## src/rtl/sag_pkg.sv

```systemverilog
package sag_pkg;
  typedef enum logic {
    SEL_LEVEL  = 1'b0,
    SEL_CYCLES = 1'b1
  } sag_sel_e;
endpackage

```

## src/rtl/sag_level.sv

```systemverilog
// Sample to magnitude level: abs value, top LEVEL_W magnitude bits.
module sag_level #(
  parameter int SAMPLE_W = 24,
  parameter int LEVEL_W  = 8
) (
  input  logic [SAMPLE_W-1:0] sample_i,
  output logic [LEVEL_W-1:0]  level_o
);
  logic [SAMPLE_W-1:0] mag;

  assign mag = sample_i[SAMPLE_W-1] ? (~sample_i + 1'b1) : sample_i;

  generate
    if (SAMPLE_W - 1 >= LEVEL_W) begin : g_slice
      // only -full-scale keeps the sign bit after negation
      assign level_o = mag[SAMPLE_W-1] ? '1 : mag[SAMPLE_W-2 -: LEVEL_W];
    end else begin : g_pad
      logic [LEVEL_W-1:0] wide;
      assign wide    = LEVEL_W'(mag[SAMPLE_W-2:0]) << (LEVEL_W - SAMPLE_W + 1);
      assign level_o = mag[SAMPLE_W-1] ? '1 : wide;
    end
  endgenerate
endmodule

```

## src/rtl/sag_peak.sv

```systemverilog
// Tracks the largest level within the current line cycle.
module sag_peak #(
  parameter int LEVEL_W = 8
) (
  input  logic               clk_i,
  input  logic               rst_ni,
  input  logic               valid_i,
  input  logic [LEVEL_W-1:0] level_i,
  input  logic               cycle_end_i,
  output logic [LEVEL_W-1:0] cyc_peak_o
);
  logic [LEVEL_W-1:0] acc_q;

  // sample coincident with the boundary belongs to the ending cycle
  assign cyc_peak_o = (valid_i && (level_i > acc_q)) ? level_i : acc_q;

  always_ff @(posedge clk_i or negedge rst_ni) begin
    if (!rst_ni)          acc_q <= '0;
    else if (cycle_end_i) acc_q <= '0;
    else if (valid_i)     acc_q <= cyc_peak_o;
  end
endmodule

```

## src/rtl/sag_cfg.sv

```systemverilog
module sag_cfg
  import sag_pkg::*;
#(
  parameter int LEVEL_W = 8,
  parameter int CYC_W   = 8,
  parameter int DATA_W  = 8
) (
  input  logic               clk_i,
  input  logic               rst_ni,
  input  logic               wr_en_i,
  input  sag_sel_e           wr_sel_i,
  input  logic [DATA_W-1:0]  wr_data_i,
  output logic [LEVEL_W-1:0] thr_o,
  output logic [CYC_W-1:0]   ncyc_o
);
  always_ff @(posedge clk_i or negedge rst_ni) begin
    if (!rst_ni) begin
      thr_o  <= '0;
      ncyc_o <= '1;
    end else if (wr_en_i) begin
      if (wr_sel_i == SEL_LEVEL) thr_o  <= wr_data_i[LEVEL_W-1:0];
      else                       ncyc_o <= wr_data_i[CYC_W-1:0];
    end
  end
endmodule

```

## src/rtl/sag_run.sv

```systemverilog
// Consecutive low-cycle counter and sag output.
module sag_run #(
  parameter int LEVEL_W = 8,
  parameter int CYC_W   = 8
) (
  input  logic               clk_i,
  input  logic               rst_ni,
  input  logic               clear_i,
  input  logic               cycle_end_i,
  input  logic [LEVEL_W-1:0] cyc_peak_i,
  input  logic [LEVEL_W-1:0] thr_i,
  input  logic [CYC_W-1:0]   ncyc_i,
  output logic               sag_o,
  output logic               flag_o
);
  logic [CYC_W-1:0] cnt_q, cnt_nxt, cnt_inc, eff_cyc;
  logic             low, sag_nxt;

  assign low     = cyc_peak_i < thr_i;
  assign cnt_inc = (cnt_q == '1) ? cnt_q : cnt_q + 1'b1;
  assign eff_cyc = (ncyc_i == '0) ? CYC_W'(1) : ncyc_i;

  always_comb begin
    cnt_nxt = cnt_q;
    sag_nxt = sag_o;
    if (clear_i) begin
      cnt_nxt = '0;
      sag_nxt = 1'b0;
    end else if (cycle_end_i) begin
      cnt_nxt = low ? cnt_inc : '0;
      sag_nxt = cnt_nxt >= eff_cyc;
    end
  end

  always_ff @(posedge clk_i or negedge rst_ni) begin
    if (!rst_ni) begin
      cnt_q  <= '0;
      sag_o  <= 1'b0;
      flag_o <= 1'b0;
    end else begin
      cnt_q  <= cnt_nxt;
      sag_o  <= sag_nxt;
      flag_o <= sag_nxt & ~sag_o;
    end
  end
endmodule

```

## src/rtl/sag_detector.sv

```systemverilog
module sag_detector
  import sag_pkg::*;
#(
  parameter int SAMPLE_W = 24,
  parameter int LEVEL_W  = 8,
  parameter int CYC_W    = 8,
  localparam int DATA_W  = (LEVEL_W > CYC_W) ? LEVEL_W : CYC_W
) (
  input  logic                clk_i,
  input  logic                rst_ni,
  input  logic [SAMPLE_W-1:0] sample_i,
  input  logic                sample_valid_i,
  input  logic                cycle_end_i,
  input  logic                wr_en_i,
  input  logic                wr_sel_i,
  input  logic [DATA_W-1:0]   wr_data_i,
  output logic                sag_o,
  output logic                sag_flag_o
);
  logic [LEVEL_W-1:0] level, cyc_peak, thr;
  logic [CYC_W-1:0]   ncyc;
  sag_sel_e           sel;

  assign sel = sag_sel_e'(wr_sel_i);

  sag_level #(.SAMPLE_W(SAMPLE_W), .LEVEL_W(LEVEL_W)) u_level (
    .sample_i (sample_i),
    .level_o  (level)
  );

  sag_peak #(.LEVEL_W(LEVEL_W)) u_peak (
    .clk_i       (clk_i),
    .rst_ni      (rst_ni),
    .valid_i     (sample_valid_i),
    .level_i     (level),
    .cycle_end_i (cycle_end_i),
    .cyc_peak_o  (cyc_peak)
  );

  sag_cfg #(.LEVEL_W(LEVEL_W), .CYC_W(CYC_W), .DATA_W(DATA_W)) u_cfg (
    .clk_i     (clk_i),
    .rst_ni    (rst_ni),
    .wr_en_i   (wr_en_i),
    .wr_sel_i  (sel),
    .wr_data_i (wr_data_i),
    .thr_o     (thr),
    .ncyc_o    (ncyc)
  );

  sag_run #(.LEVEL_W(LEVEL_W), .CYC_W(CYC_W)) u_run (
    .clk_i       (clk_i),
    .rst_ni      (rst_ni),
    .clear_i     (wr_en_i),
    .cycle_end_i (cycle_end_i),
    .cyc_peak_i  (cyc_peak),
    .thr_i       (thr),
    .ncyc_i      (ncyc),
    .sag_o       (sag_o),
    .flag_o      (sag_flag_o)
  );
endmodule

```

## config.mk

```make
export PLATFORM = sky130hd
export DESIGN_NAME = sag_detector
export DESIGN_NICKNAME = d
export VERILOG_FILES = /design/src/rtl/sag_pkg.sv /design/src/rtl/sag_level.sv /design/src/rtl/sag_peak.sv /design/src/rtl/sag_cfg.sv /design/src/rtl/sag_run.sv /design/src/rtl/sag_detector.sv
export SDC_FILE = /design/constraint.sdc
export NUM_CORES = 1
export LEC_CHECK = 0
export BUFFER_PORTS_ARGS = -buffer_cell sky130_fd_sc_hd__buf_2
export CORE_MARGIN = 3
export CORE_UTILIZATION = 51
export CTS_CLUSTER_SIZE = 10
export DETAILED_ROUTE_END_ITERATION = 6
export PLACE_DENSITY_LB_ADDON = 0.1
export SLEW_MARGIN = 40
export SYNTH_ARGS = -nofsm -noshare
export SYNTH_HDL_FRONTEND = slang
export SYNTH_SLANG_ARGS = --single-unit
export TNS_END_PERCENT = 30
```

## constraint.sdc

```tcl
create_clock -name clk_i -period 4.4 [get_ports clk_i]
set_clock_uncertainty 0.05 [all_clocks]
set_input_delay 0.88 -clock clk_i [delete_from_list [all_inputs] [get_ports clk_i]]
set_output_delay 0.88 -clock clk_i [all_outputs]
set_load 0.01 [all_outputs]
```

== After elaboration in Yosys (flattened, before gate mapping) ==
Cells that the tools add are included.

* Add/sub/neg operators: 2
* Multiply operators: 0
* Div/mod/pow operators: 0
* Order comparisons: 3
* Equality and inequality tests: 1
* Shift operators: 0
* Mux-type cells: 12
* Bitwise operators: 4
* Reductions and logical operators: 6

{| class="wikitable"
|+ Operator list
! cell !! count
|-
| 8-bit two-way mux || 9
|-
| 24-bit by 1-bit adder with 24-bit output, second input constant || 1
|-
| 24-bit two-way mux || 1
|-
| 24-bit NOT || 1
|-
| 8-bit by 1-bit adder with 8-bit output, second input constant || 1
|-
| 8-bit equality test, second input constant || 1
|-
| 8-bit greater-or-equal comparator || 1
|-
| 8-bit > comparator || 1
|-
| 8-bit zero test || 1
|-
| 8-bit < comparator || 1
|-
| 2-bit AND reduction || 2
|-
| 2-bit nonzero test || 2
|-
| 1-bit two-way mux || 2
|-
| 1-bit NOT || 2
|-
| 1-bit bitwise AND || 1
|-
| 1-bit logical AND || 1
|}

* Register bits after elaboration: 34
* Latch bits: 0
* Bits in writable memories: 0
* Bits in read-only memories: 0
* Input bits: 38
* Logic and storage cells: 34
* Memories: 0

== Depth between registers and ports, before layout ==
* Depth in word-level cells: 13
* Mapped depth: 25
* Gate-level depth less buffers: 23

== Modules after synthesis ==
Synthesis repeated with hierarchy kept, for this count alone.

* Cells, all modules: 283
* Area, all modules: 2700.1 µm²

{| class="wikitable"
|+ Modules (own cells, without submodules)
! module !! times used !! cells an instance !! area an instance (µm²) !! sequential area each (µm²)
|-
| sag_run || 1 || 134 || 1028.5 || 250.2
|-
| sag_peak || 1 || 70 || 699.4 || 200.2
|-
| sag_cfg || 1 || 35 || 651.9 || 410.4
|-
| sag_level || 1 || 44 || 320.3 || 0.0
|}

== Worst setup path before layout ==
No wires, ideal clock.

* Path kind: input -> register
* Start point: in sample_i[8]
* End point: reg u_run.sag_o
* Setup time: 139 ps
* Arrival: 5974 ps
* Data required time: 4211 ps
* Path slack: -1763 ps
* Cell stages on the path: 23
* Path buffers: 0
* Path through: nor4_2 nand4_1 o41ai_1 a21oi_1 ha_1 nand4_1 o21ai_0 nor2_1 nor2_2 mux2_2 ha_1 and3_1 o21ai_0 nand4b_1 a2111oi_4 o21ai_0 ha_1 nand2b_1 a21o_1 a21oi_1 o21ai_0 o211ai_1 a21oi_1

* Cells in the longest elaborated chain, start to end: 12

{| class="wikitable"
|+ RTL lines
! what !! line !! RTL
|-
| start, declared || sag_detector.sv:11 || <nowiki>input logic [SAMPLE_W-1:0] sample_i,</nowiki>
|-
| 24-bit NOT * || sag_level.sv:11 || <nowiki>assign mag = sample_i[SAMPLE_W-1] ? (~sample_i + 1'b1) : sample_i;</nowiki>
|-
| 24-bit by 1-bit adder with 24-bit output * || sag_level.sv:11 ||
|-
| 24-bit two-way mux * || sag_level.sv:11 ||
|-
| 8-bit two-way mux * || sag_level.sv:16 || <nowiki>assign level_o = mag[SAMPLE_W-1] ? '1 : mag[SAMPLE_W-2 -: LEVEL_W];</nowiki>
|-
| 8-bit > comparator || sag_peak.sv:15 || <nowiki>assign cyc_peak_o = (valid_i && (level_i > acc_q)) ? level_i : acc_q;</nowiki>
|-
| 1-bit logical AND || sag_peak.sv:15 ||
|-
| 8-bit two-way mux * || sag_peak.sv:15 ||
|-
| 8-bit < comparator * || sag_run.sv:19 || <nowiki>assign low = cyc_peak_i < thr_i;</nowiki>
|-
| 8-bit two-way mux * || sag_run.sv:30 || <nowiki>cnt_nxt = low ? cnt_inc : '0;</nowiki>
|-
| 8-bit greater-or-equal comparator * || sag_run.sv:31 || <nowiki>sag_nxt = cnt_nxt >= eff_cyc;</nowiki>
|-
| 1-bit two-way mux * || sag_run.sv:29 || <nowiki>end else if (cycle_end_i) begin</nowiki>
|-
| 1-bit two-way mux * || sag_run.sv:26 || <nowiki>if (clear_i) begin</nowiki>
|-
| net u_run.sag_nxt || sag_run.sv:17 || <nowiki>logic low, sag_nxt;</nowiki>
|-
| end signal, assigned || sag_run.sv:42 || <nowiki>sag_o <= sag_nxt;</nowiki>
|-
| end, declared || sag_run.sv:13 || <nowiki>output logic sag_o,</nowiki>
|}

Mark *: on every way through the listed nets, which the timed path passes. The rest lies on a longest branch.
A chain may end at the register's enable or synchronous reset.

== Worst setup path in the final report ==
* Start point: in sample_i[12]
* End point: reg u_run.sag_o

The elaborated chain is that of the path after synthesis.

==> run summary <==
The flow ran to the end, but the final reports show violations. The checks that failed: negative setup slack. The setup slack of the critical path after layout came out at -1330 ps. The count of placed standard cells in the final layout, fillers left out came out at about 450. The overflow left after global routing came out at 0. The most common cell after layout, fill and taps aside is buf_4. The critical path's top delay family is compound AO/OA/AOI/OAI gates. The synthesized cell area is 2650 µm². The H-tree depth came out at 2.

The final core area utilization is 0.790. The clock sink count came out at 34. Summing over every cut layer, the via total after detailed routing is 2579.

The detailed router's first-iteration violation count came out at 183. Routability-driven placement finished with a final weighted congestion of between 0.8 and 0.9. The mean area per synthesized cell is around 9.2 µm². The TritonCTS clock tree is yes. The height of the die came out at 78.0 µm. Compared with the post-synthesis result, the final layout area differs by 45.7%. The number of vias per cell after detailed routing is 5.72. The count of buffers inserted at the top-level ports came out at 39. The total length of routed wires is 7150 µm. The first detailed-routing pass ran for 4 iterations. The final routed DRC violation total came out at 0.

The count of endpoints failing setup in the final report came out at 10. The max-slew violation count came out at 0. The sequential share of the synthesized area came out at 0.325.

The async set or reset register ratio after synthesis is 1.00. The number of antenna violations at the first check in global routing came out at 0. The repair_antennas step left the layout with diodes totalling 0. The total instance count after detailed placement is approximately 430. The Yosys warning count is 0. The global router's overall resource usage came out at 0.233.

Of the available clock period, the critical path in the final layout requires 1.30. The top fanout value on the critical path came out at 7. The worst setup path is launched from a primary input. The pin count of the biggest net entering global routing is 35. The count of fill cells added during filler insertion is 323.

The wire length of the first global-routing pass came out at around 12000 µm. The number of global-route vias before repair came out at about 2500. In the layout the commonest cells are buf_4 (55), buf_2 (35), inv_1 (28).

The number of maximum-capacitance constraint violations came out at 0. The count of final hold-check violations was 0. Setup repair after global routing could not meet its margin everywhere. The power per standard cell area came out at ~300 nW/µm². The core area is roughly 4900 µm². For this run, the leading register cell type out of synthesis is dfrtp_1.

The number of storage elements in the synthesis netlist is 34. The row count is 25. The total die area is 6090 µm². Synthesis produced a netlist with a net count of 350. 40 I/O pins were placed. Clock tree synthesis inserted a total of 5 buffers. The initial standard-cell utilization of the core is 0.542. After detailed routing, the average wire length per cell comes to 15.8 µm.

The clock insertion delay at the later pin of the skew report came out at 280 ps. The required time at the endpoint of the critical path is 4500 ps. The leakage power came out at 1.76 nW.

The min-delay analysis places its worst path in the category flop to flop. Derived from the worst setup path, the maximum achievable clock frequency is 175 MHz. The worst-case clock buffer depth came out at 2. The slowest library cell on the worst path is or3b_4. The area taken by multi-input logic gates is 2020 µm².

At the pin with the least slew margin, the transition time is ~630 ps. The largest voltage drop on the vdd net is 0.000236 V. The number of instances in the synthesized netlist is ~290. The remaining antenna violation count is 0. The minimum clock period after layout came out at 5730 ps. The data arrival time of the critical path came out at approximately 5800 ps. The share of final-layout standard cells stronger than drive strength 1 is 0.487. The worst setup path is of the primary input to flop kind.

The largest single stage delay on the critical path is 410 ps. In this run the clock root is driven by a clkbuf_8. The number of synthesized flops with an enable pin came out at 0. The remaining max-slew budget at the tightest pin came out at 0.573. The number of distinct standard cells referenced by the synthesized netlist is 54. Clock-pin slew was measured on the worst setup and hold paths at about 70 ps.

Detailed placement finished with a half-perimeter wire length of 4870 µm. STA classifies the critical path endpoint as a flop. The number of nets in the final layout came out at 445. The critical path contains buffers and inverters numbering 3 combined. The floorplan die width came out at between 70 and 80 µm.

Across the whole layout, storage elements account for around 860 µm².
[cells by family (layout without fill, tap and decap cells)]
group,after synthesis,in the layout,synth area share
adder cells (fa/ha/maj),24,24,0.114
AND/OR/NAND/NOR,102,102,0.217
flip-flops,34,34,0.325
AO/OA/AOI/OAI,67,67,0.192
multiplexers,18,18,0.0762
XOR/XNOR,5,5,0.0166
buffers and inverters,38,134,0.0596
[power breakdown]
part           internal [mW]  total [mW]  leakage [nW]  switching (mW)
combinational          0.256       0.502          1.28           0.246
clock                  0.158       0.274        0.0575           0.116
sequential             0.352       0.375         0.428          0.0225
[synth_stat cells (all sizes together), types with 4 or more instances]
| master | n | share of area |
|---|---|---|
| xor2 | 4 | 0.013 |
| inv | 28 | 0.040 |
| a21o | 4 | 0.012 |
| nand4 | 4 | 0.0095 |
| dfstp | 8 | 0.079 |
| and2 | 5 | 0.012 |
| nor2b | 9 | 0.021 |
| o21ai | 18 | 0.034 |
| dfrtp | 26 | 0.25 |
| nand2b | 10 | 0.024 |
| clkbuf | 8 | 0.011 |
| a211oi | 4 | 0.016 |
| nor2 | 19 | 0.029 |
| mux2 | 17 | 0.072 |
| nor4 | 7 | 0.024 |
| nor3 | 6 | 0.011 |
| a21oi | 13 | 0.025 |
| ha | 24 | 0.11 |
| and3 | 5 | 0.012 |
| o32ai | 4 | 0.022 |
| nand3 | 5 | 0.0095 |
| nand2 | 20 | 0.028 |
[stage by stage]
stage / cell area, µm² / setup WS, ps / TNS, ps / total power, mW / hold WS, ps
finish: 3850 / -1330 / -7430 / 1.15 / 416
global route: 3850 / -1580 / -9880 / 1.22 / 448
CTS: 3650 / -1300 / -7590 / 1.09 / 421
detailed placement: 3330 / -1760 / -11910 / 0.771 / 412
global placement: 3330 / -1660 / -10870 / 0.759 / 411
floorplan: 2780 / -1280 / -6440 / 0.625 / 445
[timing repair]
action | in CTS | in global routing
hold buffers | 0 | 0
setup buffers | 8 | 7
pin swaps | 19 | 21
setup endpoints to repair | 10 | 10
gates resized for setup | 28 | 29
[flip-flops by register name (all words and copies together) (netlist names)]
register      count
u_run.flag_o      1
u_peak.acc_q      8
u_run.sag_o       1
u_cfg.thr_o       8
u_cfg.ncyc_o      8
u_run.cnt_q       8
[worst reg2reg max path, stage by stage, from the launching register on]
cell	delay [ps]
dfrtp_1	370
inv_1	50
ha_1	310
nand4_1	150
or3b_4	410
a21oi_4	170
nor2_4	100
mux2_4	330
ha_4	220
and4_4	200
a21oi_2	180
nand4b_1	180
a2111oi_4	300
o21ai_1	130
ha_1	300
nand2b_4	140
a21o_1	190
a21oi_2	150
o21ai_2	80
o211ai_1	190
a21oi_1	90
[area by class of cell]
| type | instances | area share |
|---|---|---|
| inverter | 28 | 0.0273 |
| clock buffer | 8 | 0.0286 |
| multi-input combinational | 216 | 0.523 |
| sequential | 34 | 0.223 |
| tap | 67 | 0.0218 |
| timing repair buffer | 98 | 0.176 |
[layer usage]
layer,GRT usage,up-vias,wire [µm]
li1,-,1237,-
met5,0,-,0
met3,0.0367,10,352
met2,0.394,77,3550
met4,0.0717,0,113
met1,0.306,1255,3130
[worst paths after layout]
path / startpoint / endpoint / slack, ps / depth (start not counted)
max: sample_i[12] / u_run.sag_o / -1330 / 26
min: u_run.sag_o / u_run.flag_o / 420 / 1
max reg2reg: u_peak.acc_q[7] / u_run.sag_o / -10 / 20
min reg2reg: u_run.sag_o / u_run.flag_o / 420 / 1
max in group asynchronous: rst_ni / u_cfg.ncyc_o[5] / 3470 / 1
min in group asynchronous: rst_ni / u_run.cnt_q[7] / 490 / 1
No activity file was read; power rests on OpenSTA's default activity.
